## config.mk

```make
export PLATFORM = sky130hd
export DESIGN_NAME = frc_timer
export DESIGN_NICKNAME = d
export VERILOG_FILES = /design/src/rtl/frc_pkg.sv /design/src/rtl/frc_prescale.sv /design/src/rtl/frc_count.sv /design/src/rtl/frc_snap.sv /design/src/rtl/frc_ovf.sv /design/src/rtl/frc_timer.sv
export SDC_FILE = /design/constraint.sdc
export NUM_CORES = 1
export LEC_CHECK = 0
export CORE_MARGIN = 5
export CORE_UTILIZATION = 45
export DETAILED_ROUTE_END_ITERATION = 8
export GPL_TIMING_DRIVEN = 1
export PLACE_DENSITY_LB_ADDON = 0.25
export SLEW_MARGIN = 20
export SYNTH_ARGS = -nofsm -noshare
export SYNTH_HDL_FRONTEND = slang
export SYNTH_SLANG_ARGS = --single-unit
```

## constraint.sdc

```tcl
create_clock -name clk -period 1.7 [get_ports clk]
set_input_delay 0.34 -clock clk [delete_from_list [all_inputs] [get_ports clk]]
set_output_delay 0.34 -clock clk [all_outputs]
set_load 0.01 [all_outputs]
```

## src/rtl/frc_pkg.sv

```systemverilog
package frc_pkg;

    localparam int CNT_W    = 16;
    localparam int BYTE_W   = 8;
    localparam int PRE_W    = 2;
    localparam logic [CNT_W-1:0] CNT_RESET = 16'hFFFC;

    localparam logic [7:0] A_MAIN_HI = 8'h19;
    localparam logic [7:0] A_MAIN_LO = 8'h1A;
    localparam logic [7:0] A_ALT_HI  = 8'h1B;
    localparam logic [7:0] A_ALT_LO  = 8'h1C;

    typedef enum logic [2:0] {
        SEL_NONE,
        SEL_MAIN_HI,
        SEL_MAIN_LO,
        SEL_ALT_HI,
        SEL_ALT_LO
    } reg_sel_e;

    typedef struct packed {
        logic hi_rd;
        logic lo_rd;
        logic main_lo_rd;
        logic lo_wr;
        logic mapped;
    } bus_ev_t;

    function automatic reg_sel_e decode_addr(input logic [7:0] a);
        case (a)
            A_MAIN_HI: return SEL_MAIN_HI;
            A_MAIN_LO: return SEL_MAIN_LO;
            A_ALT_HI:  return SEL_ALT_HI;
            A_ALT_LO:  return SEL_ALT_LO;
            default:   return SEL_NONE;
        endcase
    endfunction

endpackage

```

## src/rtl/frc_prescale.sv

```systemverilog
module frc_prescale
    import frc_pkg::*;
#(
    parameter int PW = PRE_W
) (
    input  logic clk,
    input  logic rst,
    input  logic restart,
    output logic tick
);
    localparam logic [PW-1:0] LAST = '1;

    logic [PW-1:0] phase;

    always_ff @(posedge clk) begin
        if (rst || restart) phase <= '0;
        else                phase <= phase + 1'b1;
    end

    assign tick = (phase == LAST);

    p_phase_r2: assert property (@(posedge clk) disable iff (rst)
        (!restart && tick) |=> (phase == '0));
    p_restart_r4: assert property (@(posedge clk) disable iff (rst)
        restart |=> (phase == '0) && !tick);
endmodule

```

## src/rtl/frc_count.sv

```systemverilog
module frc_count
    import frc_pkg::*;
#(
    parameter int W = CNT_W,
    parameter logic [W-1:0] RST_VAL = CNT_RESET
) (
    input  logic         clk,
    input  logic         rst,
    input  logic         load,
    input  logic         tick,
    output logic [W-1:0] cnt,
    output logic         wrap
);
    localparam logic [W-1:0] TOP = '1;

    always_ff @(posedge clk) begin
        if (rst || load) cnt <= RST_VAL;
        else if (tick)   cnt <= cnt + 1'b1;
    end

    assign wrap = tick && !load && (cnt == TOP);

    p_hold_r2: assert property (@(posedge clk) disable iff (rst)
        (!load && !tick) |=> $stable(cnt));
    p_step_r2: assert property (@(posedge clk) disable iff (rst)
        (!load && tick) |=> (cnt == $past(cnt) + 1'b1));
    p_reload_r4: assert property (@(posedge clk) disable iff (rst)
        load |=> (cnt == RST_VAL));
endmodule

```

## src/rtl/frc_snap.sv

```systemverilog
module frc_snap
    import frc_pkg::*;
(
    input  logic              clk,
    input  logic              rst,
    input  logic              hi_rd,
    input  logic              lo_rd,
    input  logic [BYTE_W-1:0] live_lo,
    output logic [BYTE_W-1:0] lo_out
);
    logic              pending;
    logic [BYTE_W-1:0] held;

    always_ff @(posedge clk) begin
        if (rst) begin
            pending <= 1'b0;
            held    <= '0;
        end else if (lo_rd) begin
            pending <= 1'b0;
        end else if (hi_rd && !pending) begin
            pending <= 1'b1;
            held    <= live_lo;
        end
    end

    assign lo_out = pending ? held : live_lo;

    p_freeze_r3: assert property (@(posedge clk) disable iff (rst)
        (pending && hi_rd && !lo_rd) |=> (pending && $stable(held)));
    p_capture_r3: assert property (@(posedge clk) disable iff (rst)
        (!pending && hi_rd && !lo_rd) |=> (held == $past(live_lo)));
    p_release_r3: assert property (@(posedge clk) disable iff (rst)
        lo_rd |=> !pending);
endmodule

```

## src/rtl/frc_ovf.sv

```systemverilog
module frc_ovf (
    input  logic clk,
    input  logic rst,
    input  logic set_ev,
    input  logic stat_rd,
    input  logic clr_rd,
    input  logic ie,
    output logic irq
);
    logic flag;
    logic armed;

    always_ff @(posedge clk) begin
        if (rst) begin
            flag  <= 1'b0;
            armed <= 1'b0;
        end else if (set_ev) begin
            flag  <= 1'b1;
            armed <= 1'b0;
        end else if (armed && clr_rd) begin
            flag  <= 1'b0;
            armed <= 1'b0;
        end else if (flag && stat_rd) begin
            armed <= 1'b1;
        end
    end

    always_ff @(posedge clk) begin
        if (rst) irq <= 1'b0;
        else     irq <= flag & ie;
    end

    p_set_r5: assert property (@(posedge clk) disable iff (rst)
        set_ev |=> flag);
    p_irq_on_r6: assert property (@(posedge clk) disable iff (rst)
        (flag && ie) |=> irq);
    p_irq_off_r6: assert property (@(posedge clk) disable iff (rst)
        !(flag && ie) |=> !irq);
    p_keep_r7: assert property (@(posedge clk) disable iff (rst)
        (flag && !clr_rd) |=> flag);
    p_setwins_r9: assert property (@(posedge clk) disable iff (rst)
        (set_ev && clr_rd) |=> (flag && !armed));
endmodule

```

## src/rtl/frc_timer.sv

```systemverilog
module frc_timer
    import frc_pkg::*;
(
    input  logic       clk,
    input  logic       rst,
    input  logic [7:0] addr,
    input  logic       rd_en,
    input  logic       wr_en,
    input  logic [7:0] wdata,
    output logic [7:0] rdata,
    input  logic       ovf_ie,
    input  logic       stat_rd,
    output logic       irq
);
    reg_sel_e          sel;
    bus_ev_t           ev;
    logic              tick;
    logic              wrap;
    logic [CNT_W-1:0]  cnt;
    logic [BYTE_W-1:0] lo_view;
    logic              unused_wdata;

    assign unused_wdata = ^wdata;
    assign sel = decode_addr(addr);

    always_comb begin
        ev            = '0;
        ev.mapped     = (sel != SEL_NONE);
        ev.hi_rd      = rd_en && (sel == SEL_MAIN_HI || sel == SEL_ALT_HI);
        ev.lo_rd      = rd_en && (sel == SEL_MAIN_LO || sel == SEL_ALT_LO);
        ev.main_lo_rd = rd_en && (sel == SEL_MAIN_LO);
        ev.lo_wr      = wr_en && (sel == SEL_MAIN_LO || sel == SEL_ALT_LO);
    end

    frc_prescale u_pre (
        .clk(clk), .rst(rst), .restart(ev.lo_wr), .tick(tick)
    );

    frc_count u_cnt (
        .clk(clk), .rst(rst), .load(ev.lo_wr), .tick(tick),
        .cnt(cnt), .wrap(wrap)
    );

    frc_snap u_snap (
        .clk(clk), .rst(rst), .hi_rd(ev.hi_rd), .lo_rd(ev.lo_rd),
        .live_lo(cnt[BYTE_W-1:0]), .lo_out(lo_view)
    );

    frc_ovf u_ovf (
        .clk(clk), .rst(rst), .set_ev(wrap), .stat_rd(stat_rd),
        .clr_rd(ev.main_lo_rd), .ie(ovf_ie), .irq(irq)
    );

    always_comb begin
        rdata = '0;
        if (ev.hi_rd)      rdata = cnt[CNT_W-1:BYTE_W];
        else if (ev.lo_rd) rdata = lo_view;
    end

    p_quiet_r8: assert property (@(posedge clk) disable iff (rst)
        (!rd_en || !ev.mapped) |-> (rdata == '0));
    p_hiwr_r8: assert property (@(posedge clk) disable iff (rst)
        (wr_en && !ev.lo_wr && !tick) |=> $stable(cnt));
endmodule

```

==> out/summary.txt <==
GRT overflow = 0
nets@finish = 237
Worst Tran Pin Value = 0.395 ns
core box area = 0.00328 sq mm
Max Freq = 566 MHz
sequential area share after synthesis = 40.1%
crit share post-route = 104%
WL/cell = 15.2 um
synth unique cells = 33
Ys Warns = 0
register bit count reported by yosys = 30
worst-path fanout max = 5
violations in the final reports = setup timing
fill count = 289
largest area contributor in the netlist = dfxtp_1
reg2reg path depth = 4
via/cell ratio = 5.35
status = finished with violations
reg-to-reg startpoint = u_cnt.cnt[8]$_SDFFE_PP1P_
Yosys top cell area share = 40.1%
vias post-DR = 1390
CTS sink count = 30
drt first pass iters = 4
multi-input logic area = 946 sq um
Synth area leaders = dfxtp_1, mux2i_1, nand2_1, xnor2_1, o21ai_0
final hold violation count = 0
die height = 67.7 um
CTS H-tree depth = 2
Max stage delay on crit path = 0.29 ns
Post-Syn Nets = 190
Fin Hold WS = 0.431 ns
Max Slew Vio Count = 0
CP endpoint kind = output pin
Final Cell Area = 0.00207 sq mm
Gate power share = 10.1%
Residual DRC = 0
count leader, synth = dfxtp_1
Crit. Startpoint = addr[0]
ys async rst share = 0%
die area = 0.00459 sq mm
Cell Area, Placed = 0.00189 sq mm
mean post-synth cell area = 9.03 sq um
Rel. slew slack = 73.6%
CP Launch Type = primary input
CTS tree = built
Layout Skew = 0.00522 ns
CP cell instances = buf_8, nor4b_4, nand4_1, buf_6, o21ai_1, buf_2
Max Cap Viol = 0
initial antenna violation count = 0
Total Wirelength = 3.95 mm
Slowest-stage cell, CP = nor4b_4
synthesized instance count = 166
Buffers on Ports = 22
Total Routing Usage GR = 18.6%
Leak = 0.874 nW
Crit path arrival time = 1.43 ns
sw power = 300 uW
worst hold path class = reg2reg
internal power = 983 uW
Post-Place Setup Slack = -0.908 ns
# diodes = 0
Die X = 67.7 um
Clock transition at path regs = 0.09 ns
Total Power = 1.28 mW
setup violators final = 8
vias in the first global route = 1352
share of layout cells above drive strength 1 = 36.0%
IO Pins = 31
CTS max path bufs = 2
largest net degree at the start of global routing = 13
Post-synth EDFFs = 0
P per Cell Area = 619 mW/mm^2
standard-cell rows = 21
first-pass GRT wire length = 6.25 mm
Reg2Reg Capture Point = u_cnt.cnt[11]$_SDFFE_PP1P_
cell area after synthesis = 0.00150 sq mm
Tmin final = 1.77 ns
Worst Path Required = 1.36 ns
1st-iter DRT viols = 57
Antenna Nets Post-Route = 0
clock root buffer = clkbuf_4
placed wire-length estimate = 2.73 mm
post-route setup slack = -0.0653 ns
RSZ-0062 raised after global routing = true
Layout area overhead = 38.3%
worst vdd ir = 0.460 mV
routability cong. = 0.800
CP endpoint = rdata[0]
Switching Share = 23.3%
CTS Buf Count = 5
top cells by count, synth = dfxtp_1, nand2_1, mux2i_1
worst reg-to-reg setup slack = 0.14 ns
worst-skew pair later-pin latency = 0.33 ns
crit path kind = in2out
initial core utilization = 45.6%
Post-synth top flop = dfxtp_1
Clock power frac = 34.3%
sequential share of power = 55.6%
sequential standard cell area = 604 sq um
[placed cells by master (no fill, tap or decap), types with 3 or more instances in the layout]
cell type and instances:
a21oi_1 4, buf_2 9, buf_4 18, buf_6 7, clkbuf_2 4, clkbuf_4 5, clkdlybuf4s50_1 5, dfxtp_1 27
dfxtp_2 3, mux2i_1 17, nand2_1 20, nand2_2 5, nand3_1 3, nand4_1 7, nor2_1 13, nor3_1 4
nor4_2 4, o21ai_0 3, o21ai_2 7, xnor2_1 8, xor2_1 4
[timing repair]
action | CTS | global route
setup buffers | 1 | 3
pin swaps | 9 | 8
gates cloned | 2 | 0
gates resized for setup | 87 | 24
hold buffers | 0 | 0
setup endpoints to repair | 15 | 19
[logic make-up after synthesis]
| group | count (synthesis) | synth area share [%] |
|---|---|---|
| flip-flops | 30 | 40.1 |
| AO/OA/AOI/OAI | 20 | 7.51 |
| XOR/XNOR | 13 | 7.60 |
| AND/OR/NAND/NOR | 74 | 27.9 |
| multiplexers | 17 | 11.4 |
| adder cells (fa/ha/maj) | 2 | 1.67 |
| buffers and inverters | 10 | 3.92 |
[critical path: cells and delay by family]
kind            cells  cell delay, ns
buf+inv             3            0.45
simple gates        2            0.52
compound gates      1            0.12
[state kept, by name (all words and copies together) (netlist names)]
signal and cells:
u_cnt.cnt 16, u_snap.held 8, u_ovf.armed 1, u_ovf.irq 1, u_pre.phase 2, u_snap.pending 1, u_ovf.flag 1
[area by class of cell]
type / instances / area share (%)
multi-input cells: 126 / 45.6
clock inverters: 1 / 0.241
well taps: 46 / 2.78
clock buffers: 7 / 2.66
flip-flops and latches: 30 / 29.1
inverters: 2 / 0.362
repair buffers: 48 / 19.2
[worst min path at each step]
stage | startpoint | end | cells past startpoint
4_1_cts | addr[5] | u_ovf.armed$_SDFFE_PP0P_ | 4
3_5_place_dp | u_pre.phase[0]$_SDFF_PP0_ | u_pre.phase[0]$_SDFF_PP0_ | 1
3_3_place_gp | u_pre.phase[0]$_SDFF_PP0_ | u_pre.phase[0]$_SDFF_PP0_ | 1
2_1_floorplan | u_pre.phase[0]$_SDFF_PP0_ | u_pre.phase[0]$_SDFF_PP0_ | 1
6_report | u_pre.phase[0]$_SDFF_PP0_ | u_pre.phase[0]$_SDFF_PP0_ | 1
5_1_grt | u_pre.phase[0]$_SDFF_PP0_ | u_pre.phase[0]$_SDFF_PP0_ | 1
[metal layers]
layer	global-route usage, %	wire, um	vias up
met5	0	0	-
met1	20.5	1650	661
met2	32.4	1940	39
li1	-	-	677
met4	9.11	156	0
met3	5.32	199	13
[power groups by stage]
stage | clock [mW] | combinational [mW] | sequential, mW
2_1_floorplan | 0 | 0.0404 | 0.729
3_3_place_gp | 0 | 0.107 | 0.729
3_5_place_dp | 0 | 0.108 | 0.730
4_1_cts | 0.453 | 0.117 | 0.713
5_1_grt | 0.495 | 0.138 | 0.714
6_report | 0.440 | 0.129 | 0.713
[per-stage QoR]
stage                     TNS, ns  utilization, %  instances
after CTS                  -0.838            60.9        257
after detailed placement   -15.13            57.5        246
after global placement     -13.81            57.5        246
after global routing       -0.878            63.1        260
final                      -0.357            63.1        260
after floorplan                 0               -        166
(Power assumes the default switching activity.)
